`src/rtl/acct_pkg.sv`:
```
package acct_pkg;

  typedef enum logic [1:0] {
    ST_REARM = 2'd0,
    ST_IDLE  = 2'd1,
    ST_WAIT  = 2'd2,
    ST_DONE  = 2'd3
  } hs_state_e;

  typedef enum logic [1:0] {
    OP_LOCK  = 2'd0,
    OP_READ  = 2'd1,
    OP_WRITE = 2'd2
  } acct_op_e;

  // Qualifier decode: the hold request outranks the write request.
  function automatic acct_op_e pick_op(input logic lock, input logic write);
    if (lock)       return OP_LOCK;
    else if (write) return OP_WRITE;
    else            return OP_READ;
  endfunction

endpackage

```
`src/rtl/acct_hs_ctrl.sv`:
```
module acct_hs_ctrl
  import acct_pkg::*;
#(
  parameter int IDX_W    = 3,
  parameter int BAL_W    = 16,
  parameter int WAIT_CYC = 2
) (
  input  logic             clk,
  input  logic             rst_n,
  input  logic             req_i,
  input  logic             lock_i,
  input  logic             write_i,
  input  logic [IDX_W-1:0] idx_i,
  input  logic [BAL_W-1:0] amt_i,
  output logic             done_o,
  output logic             commit_o,
  output acct_op_e         op_o,
  output logic [IDX_W-1:0] idx_o,
  output logic [BAL_W-1:0] amt_o
);

  localparam int CNT_W = (WAIT_CYC < 2) ? 1 : $clog2(WAIT_CYC);
  localparam logic [CNT_W-1:0] CNT_LAST = CNT_W'(WAIT_CYC - 1);

  hs_state_e        state_q;
  logic [CNT_W-1:0] cnt_q;
  logic             accept;
  logic             last_wait;

  assign accept    = (state_q == ST_IDLE) && req_i;
  assign last_wait = (state_q == ST_WAIT) && (cnt_q == CNT_LAST);
  assign commit_o  = last_wait;

  always_ff @(posedge clk or negedge rst_n) begin
    if (!rst_n) begin
      state_q <= ST_REARM;
      cnt_q   <= '0;
      done_o  <= 1'b0;
      op_o    <= OP_READ;
      idx_o   <= '0;
      amt_o   <= '0;
    end else begin
      unique case (state_q)
        ST_REARM: if (!req_i) state_q <= ST_IDLE;
        ST_IDLE: if (accept) begin
          op_o    <= pick_op(lock_i, write_i);
          idx_o   <= idx_i;
          amt_o   <= amt_i;
          cnt_q   <= '0;
          state_q <= ST_WAIT;
        end
        ST_WAIT: if (last_wait) begin
          done_o  <= 1'b1;
          state_q <= ST_DONE;
        end else begin
          cnt_q <= cnt_q + 1'b1;
        end
        ST_DONE: if (!req_i) begin
          done_o  <= 1'b0;
          state_q <= ST_REARM;
        end
        default: state_q <= ST_REARM;
      endcase
    end
  end


  done_hold_chk: assert property (@(posedge clk) disable iff (!rst_n)
    (done_o && req_i) |=> done_o);


  done_drop_chk: assert property (@(posedge clk) disable iff (!rst_n)
    (done_o && !req_i) |=> !done_o);


  done_rise_chk: assert property (@(posedge clk) disable iff (!rst_n)
    $rose(done_o) |-> $past(commit_o));


  rearm_chk: assert property (@(posedge clk) disable iff (!rst_n)
    accept |-> (!done_o && !commit_o));

endmodule

```
`src/rtl/acct_table.sv`:
```
module acct_table #(
  parameter int             IDX_W    = 3,
  parameter int             BAL_W    = 16,
  parameter logic [15:0]    INIT_BAL = 16'd0
) (
  input  logic             clk,
  input  logic             rst_n,
  input  logic             lock_we_i,
  input  logic             bal_we_i,
  input  logic [IDX_W-1:0] widx_i,
  input  logic [BAL_W-1:0] wdata_i,
  input  logic [IDX_W-1:0] lk_idx_i,
  output logic [BAL_W-1:0] rd_bal_o,
  output logic             lk_stat_o
);

  localparam int N_ENT = 1 << IDX_W;

  logic             lock_q [N_ENT];
  logic [BAL_W-1:0] bal_q  [N_ENT];

  for (genvar g = 0; g < N_ENT; g++) begin : g_ent
    logic hit;
    assign hit = (widx_i == IDX_W'(g));

    always_ff @(posedge clk or negedge rst_n) begin
      if (!rst_n) begin
        lock_q[g] <= 1'b0;
        bal_q[g]  <= BAL_W'(INIT_BAL);
      end else begin
        if (lock_we_i && hit) lock_q[g] <= 1'b1;
        if (bal_we_i && hit)  bal_q[g]  <= wdata_i;
      end
    end
  end

  assign rd_bal_o  = bal_q[widx_i];
  assign lk_stat_o = lock_q[lk_idx_i];


  lock_set_chk: assert property (@(posedge clk) disable iff (!rst_n)
    lock_we_i |=> lock_q[$past(widx_i)]);


  bal_store_chk: assert property (@(posedge clk) disable iff (!rst_n)
    bal_we_i |=> (bal_q[$past(widx_i)] == $past(wdata_i)));


  lock_keeps_bal_chk: assert property (@(posedge clk) disable iff (!rst_n)
    (lock_we_i && !bal_we_i) |=> $stable(bal_q[$past(widx_i)]));

endmodule

```
`src/rtl/acct_store_responder.sv`:
```
module acct_store_responder
  import acct_pkg::*;
#(
  parameter int          ACCT_W   = 16,
  parameter int          BAL_W    = 16,
  parameter int          IDX_W    = 3,
  parameter int          WAIT_CYC = 2,
  parameter logic [15:0] INIT_BAL = 16'd1000
) (
  input  logic              clk,
  input  logic              rst_n,
  input  logic              req_i,
  input  logic              lock_i,
  input  logic              write_i,
  input  logic [ACCT_W-1:0] acct_i,
  input  logic [BAL_W-1:0]  amt_i,
  output logic              done_o,
  output logic [BAL_W-1:0]  amt_o,
  output logic              lock_stat_o
);

  acct_op_e         op_q;
  logic             commit;
  logic [IDX_W-1:0] idx_q;
  logic [BAL_W-1:0] amt_q;
  logic [BAL_W-1:0] rd_bal;
  logic             lock_we, bal_we, rd_commit;
  logic             acct_hi_unused;

  assign acct_hi_unused = ^acct_i[ACCT_W-1:IDX_W];

  acct_hs_ctrl #(
    .IDX_W(IDX_W), .BAL_W(BAL_W), .WAIT_CYC(WAIT_CYC)
  ) u_ctrl (
    .clk      (clk),
    .rst_n    (rst_n),
    .req_i    (req_i),
    .lock_i   (lock_i),
    .write_i  (write_i),
    .idx_i    (acct_i[IDX_W-1:0]),
    .amt_i    (amt_i),
    .done_o   (done_o),
    .commit_o (commit),
    .op_o     (op_q),
    .idx_o    (idx_q),
    .amt_o    (amt_q)
  );

  assign lock_we   = commit && (op_q == OP_LOCK);
  assign bal_we    = commit && (op_q == OP_WRITE);
  assign rd_commit = commit && (op_q == OP_READ);

  acct_table #(
    .IDX_W(IDX_W), .BAL_W(BAL_W), .INIT_BAL(INIT_BAL)
  ) u_table (
    .clk       (clk),
    .rst_n     (rst_n),
    .lock_we_i (lock_we),
    .bal_we_i  (bal_we),
    .widx_i    (idx_q),
    .wdata_i   (amt_q),
    .lk_idx_i  (acct_i[IDX_W-1:0]),
    .rd_bal_o  (rd_bal),
    .lk_stat_o (lock_stat_o)
  );

  always_ff @(posedge clk or negedge rst_n) begin
    if (!rst_n)         amt_o <= '0;
    else if (rd_commit) amt_o <= rd_bal;
  end


  rd_amt_chk: assert property (@(posedge clk) disable iff (!rst_n)
    rd_commit |=> (amt_o == $past(rd_bal)));


  rd_amt_hold_chk: assert property (@(posedge clk) disable iff (!rst_n)
    (done_o && !commit) |=> $stable(amt_o));

endmodule

```
`config.mk`:
```
export PLATFORM = sky130hd
export DESIGN_NAME = acct_store_responder
export DESIGN_NICKNAME = d
export VERILOG_FILES = /design/src/rtl/acct_pkg.sv /design/src/rtl/acct_hs_ctrl.sv /design/src/rtl/acct_table.sv /design/src/rtl/acct_store_responder.sv
export SDC_FILE = /design/constraint.sdc
export NUM_CORES = 1
export LEC_CHECK = 0
export BUFFER_PORTS_ARGS = -buffer_cell sky130_fd_sc_hd__buf_4
export CELL_PAD_IN_SITES_DETAIL_PLACEMENT = 1
export CELL_PAD_IN_SITES_GLOBAL_PLACEMENT = 1
export CORE_ASPECT_RATIO = 0.7
export CORE_UTILIZATION = 45
export DETAILED_ROUTE_END_ITERATION = 10
export PLACE_DENSITY_LB_ADDON = 0.15
export REMOVE_ABC_BUFFERS = 1
export SYNTH_ARGS = -nofsm -noshare
export SYNTH_HDL_FRONTEND = slang
export SYNTH_SLANG_ARGS = --single-unit
```
`constraint.sdc`:
```
create_clock -name clk -period 2.7 [get_ports clk]
set_input_delay 0.54 -clock clk [delete_from_list [all_inputs] [get_ports clk]]
set_output_delay 0.54 -clock clk [all_outputs]
set_load 0.05 [all_outputs]
```
==> flow_metrics.tcl <==
set metrics [dict create \
    status "finished, final reports clean" \
    end_kind "register" \
    worstPathArrival_ps 2680 \
    reg2reg_depth 5 \
    skew_ps 15.59 \
    worst_r2r_startpoint "u_ctrl.state_q[0]$_DFFE_PN0P_" \
    clock_latency_ps 440 \
    gp_congestion 0.7618 \
    antenna_found_initial 0 \
    ys_warn_count 0 \
    wl_per_cell_um 22.40 \
    vias 4701 \
    post-cts-setup-buffer-count 0 \
    hold_slack_ps 56.41 \
    slowest_delay_ps 500 \
    rsz0062_at_grt "false" \
    dieWidth_um 162.9 \
    clk_pin_slew_ps 70 \
    final_common_cell "mux2_2" \
    ant_nets 0 \
    cts_tree "yes" \
    clockPowerShare 0.260 \
    synth_cell_types 37 \
    synthCells 548 \
    netSwitchingFraction 0.3439 \
    rows 40 \
    criticalPathCategory "reg2reg" \
    path_max_fanout 16 \
    cts_buffers 17 \
    cts_htree_levels 4 \
    power_density_mw_per_mm2 1083 \
    path_cells "inv_1 > ha_1 > and4b_1 > nand3_4 > mux2_2" \
    fp.dieH_um 114.6 \
    slew_viol_final 0 \
    fin_nets 642 \
    tightest_slew_ps 634.7 \
    min_path_type "in2async" \
    rrSetupSlack_ps 330 \
    ir_drop_v 0.0006398 \
    drt_iter0_drc 209 \
    grt_pass1_vias 5315 \
    setup_viol 0 \
    fmax_ghz 0.4227 \
    cts.sinks 177 \
    fin_cells 842 \
    drcViolationCount 0 \
    hold_viol 0 \
    finalCriticalPeriod_ps 2366 \
    ios 55 \
    synth-seq-cells 177 \
    grt_usage 0.2247 \
    cts-root-buf "clkbuf_16" \
    clk_path_buf_depth 2 \
    ys_seq_area_frac 0.5510 \
    first_pass_iters 4 \
    holdBufCountCts 0 \
    required_ps 3010 \
    start_util 0.4680 \
    avgSynthCellArea_um2 14.87 \
    power_frac_seq 0.430 \
    final_cell_mix "mux2_2 (152), dfrtp_1 (127), buf_4 (55)" \
    area_delta_synth_final_pct 14.80 \
    via_per_inst 5.583 \
    place.port_buffers 41 \
    start_kind "register" \
    pwr-share-comb 0.310 \
    grt_pass1_wl_um 30770 \
    critPathSlowestCell "and4b_1" \
    place_inst 810 \
    fp.dieArea_mm2 0.01866 \
    grt_max_degree 58 \
    grt_overflow 0 \
    leakage_nw 4.455 \
    p_switching_mw 3.484 \
    netlist_area_mm2 0.008150 \
    hpwl_um 11500 \
    final_layout_size_suffix_gt1_frac 0.5336 \
    drt-total-wl_um 18860 \
    finalPower_mw 10.13 \
    diodes 0 \
    cap_violations 0 \
    finalCritPeriodShare 0.8763 \
    cts_resized 0 \
    slew_headroom 0.5769 \
    power.internal_mw 6.646 \
    core_mm2 0.01742 \
    rr_endpoint "u_table.bal_q[63]$_DFFE_PN0P_" \
]
==> metal layers <==
layer | up-vias | GRT usage | wire length, um
li1 | 2114 | - | -
met1 | 2498 | 0.3123 | 9166
met2 | 68 | 0.3523 | 8830
met3 | 21 | 0.04419 | 566
met4 | 0 | 0.07601 | 295
met5 | - | 0 | 0
==> Yosys cell counts <==
| library cell | instances | share of area |
|---|---|---|
| nor3b_1 | 1 | 0.00092 |
| dfrtp_1 | 128 | 0.39 |
| nor4_4 | 1 | 0.0026 |
| ha_1 | 7 | 0.011 |
| buf_1 | 1 | 0.00046 |
| dfstp_2 | 49 | 0.16 |
| a22o_1 | 16 | 0.017 |
| nor2_1 | 4 | 0.0018 |
| buf_6 | 9 | 0.012 |
| o31ai_1 | 17 | 0.016 |
| inv_1 | 3 | 0.0014 |
| a31o_2 | 2 | 0.0021 |
| nand2b_1 | 5 | 0.0038 |
| o2bb2ai_1 | 1 | 0.0011 |
| o21ai_0 | 2 | 0.0012 |
| mux2_2 | 152 | 0.21 |
| o22ai_1 | 17 | 0.013 |
| mux4_2 | 2 | 0.0055 |
| mux2i_1 | 35 | 0.043 |
| nor2b_1 | 5 | 0.0038 |
| and4bb_2 | 1 | 0.0015 |
| buf_2 | 9 | 0.0055 |
| buf_4 | 4 | 0.0037 |
| and4b_1 | 1 | 0.0012 |
| mux2_1 | 9 | 0.012 |
| nand4b_4 | 1 | 0.0029 |
| a21oi_1 | 1 | 0.00061 |
| nand4b_1 | 1 | 0.0011 |
| nand3_4 | 3 | 0.0064 |
| clkbuf_1 | 5 | 0.0023 |
| buf_8 | 1 | 0.0018 |
| nand4_4 | 1 | 0.0026 |
| a21o_1 | 3 | 0.0028 |
| nand2_1 | 25 | 0.012 |
| o21bai_1 | 3 | 0.0028 |
| nor3_4 | 3 | 0.0060 |
| mux2_4 | 20 | 0.037 |
==> stage by stage <==
stage	instance area (um^2)	setup slack [ps]	util	setup TNS (ps)
2_1_floorplan	7936	-770.7	-	-65320
3_3_place_gp	8733	478.1	0.5014	0
3_5_place_dp	8733	342.2	0.5014	0
4_1_cts	9356	303.9	0.5372	0
5_1_grt	9356	205.3	0.5372	0
6_report	9356	334.0	0.5372	0
==> area by class of cell <==
type	instances	area [um^2]
Multi-Input combinational cell	339	3435
Sequential cell	177	4494
Tap cell	231	289.0
Timing Repair Buffer	60	504.2
Fill cell	1667	8060
Clock buffer	21	460.4
Inverter	3	11.26
Clock inverter	11	162.7
==> registers in the layout, summed over array words and instances, names as in the netlist <==
register,cells
u_table.bal_q,128
u_ctrl.amt_o,16
u_ctrl.op_o,2
amt_o,16
u_ctrl.done_o,1
u_ctrl.cnt_q,1
u_ctrl.state_q,2
u_ctrl.idx_o,3
u_table.lock_q,8
==> worst max-delay path by stage <==
stage,to,from,slack (ps),depth (start not counted)
floorplan,u_table.bal_q[64]$_DFFE_PN0P_,u_ctrl.idx_o[1]$_DFFE_PN0P_,-770,3
global placement,u_table.bal_q[59]$_DFFE_PN0P_,u_ctrl.state_q[0]$_DFFE_PN0P_,480,5
detailed placement,u_table.bal_q[27]$_DFFE_PN0P_,u_ctrl.state_q[0]$_DFFE_PN0P_,340,5
CTS,u_table.bal_q[18]$_DFFE_PN0P_,u_ctrl.state_q[0]$_DFFE_PN0P_,300,5
global route,u_table.bal_q[63]$_DFFE_PN0P_,u_ctrl.state_q[0]$_DFFE_PN0P_,210,5
finish,u_table.bal_q[63]$_DFFE_PN0P_,u_ctrl.state_q[0]$_DFFE_PN0P_,330,5
==> kinds of logic (layout without fill, tap and decap cells) <==
group | after synthesis | in the layout | share of synthesized area
AND/OR/NAND/NOR | 52 | 52 | 0.04636
flip-flops | 177 | 177 | 0.5510
AO/OA/AOI/OAI | 62 | 62 | 0.05649
adder cells (fa/ha/maj) | 7 | 7 | 0.01075
multiplexers | 218 | 218 | 0.3078
buffers and inverters | 32 | 95 | 0.02763
==> power by group through the flow <==
stage	registers, mW	clock network [mW]	logic [mW]
2_1_floorplan	4.55	0	1.88
3_3_place_gp	4.30	0	3.05
3_5_place_dp	4.39	0	3.17
4_1_cts	4.36	2.68	3.18
5_1_grt	4.51	2.82	3.40
6_report	4.36	2.63	3.14
==> worst max-delay path, delay by kind of cell, from the launching register on <==
kind	cells	cell delay [ps]
buffers and inverters	1	170
flip-flops	1	430
AND/OR/NAND/NOR	2	910
adder cells (fa/ha/maj)	1	310
multiplexers	1	410
Power figures use the tool's default switching activity.
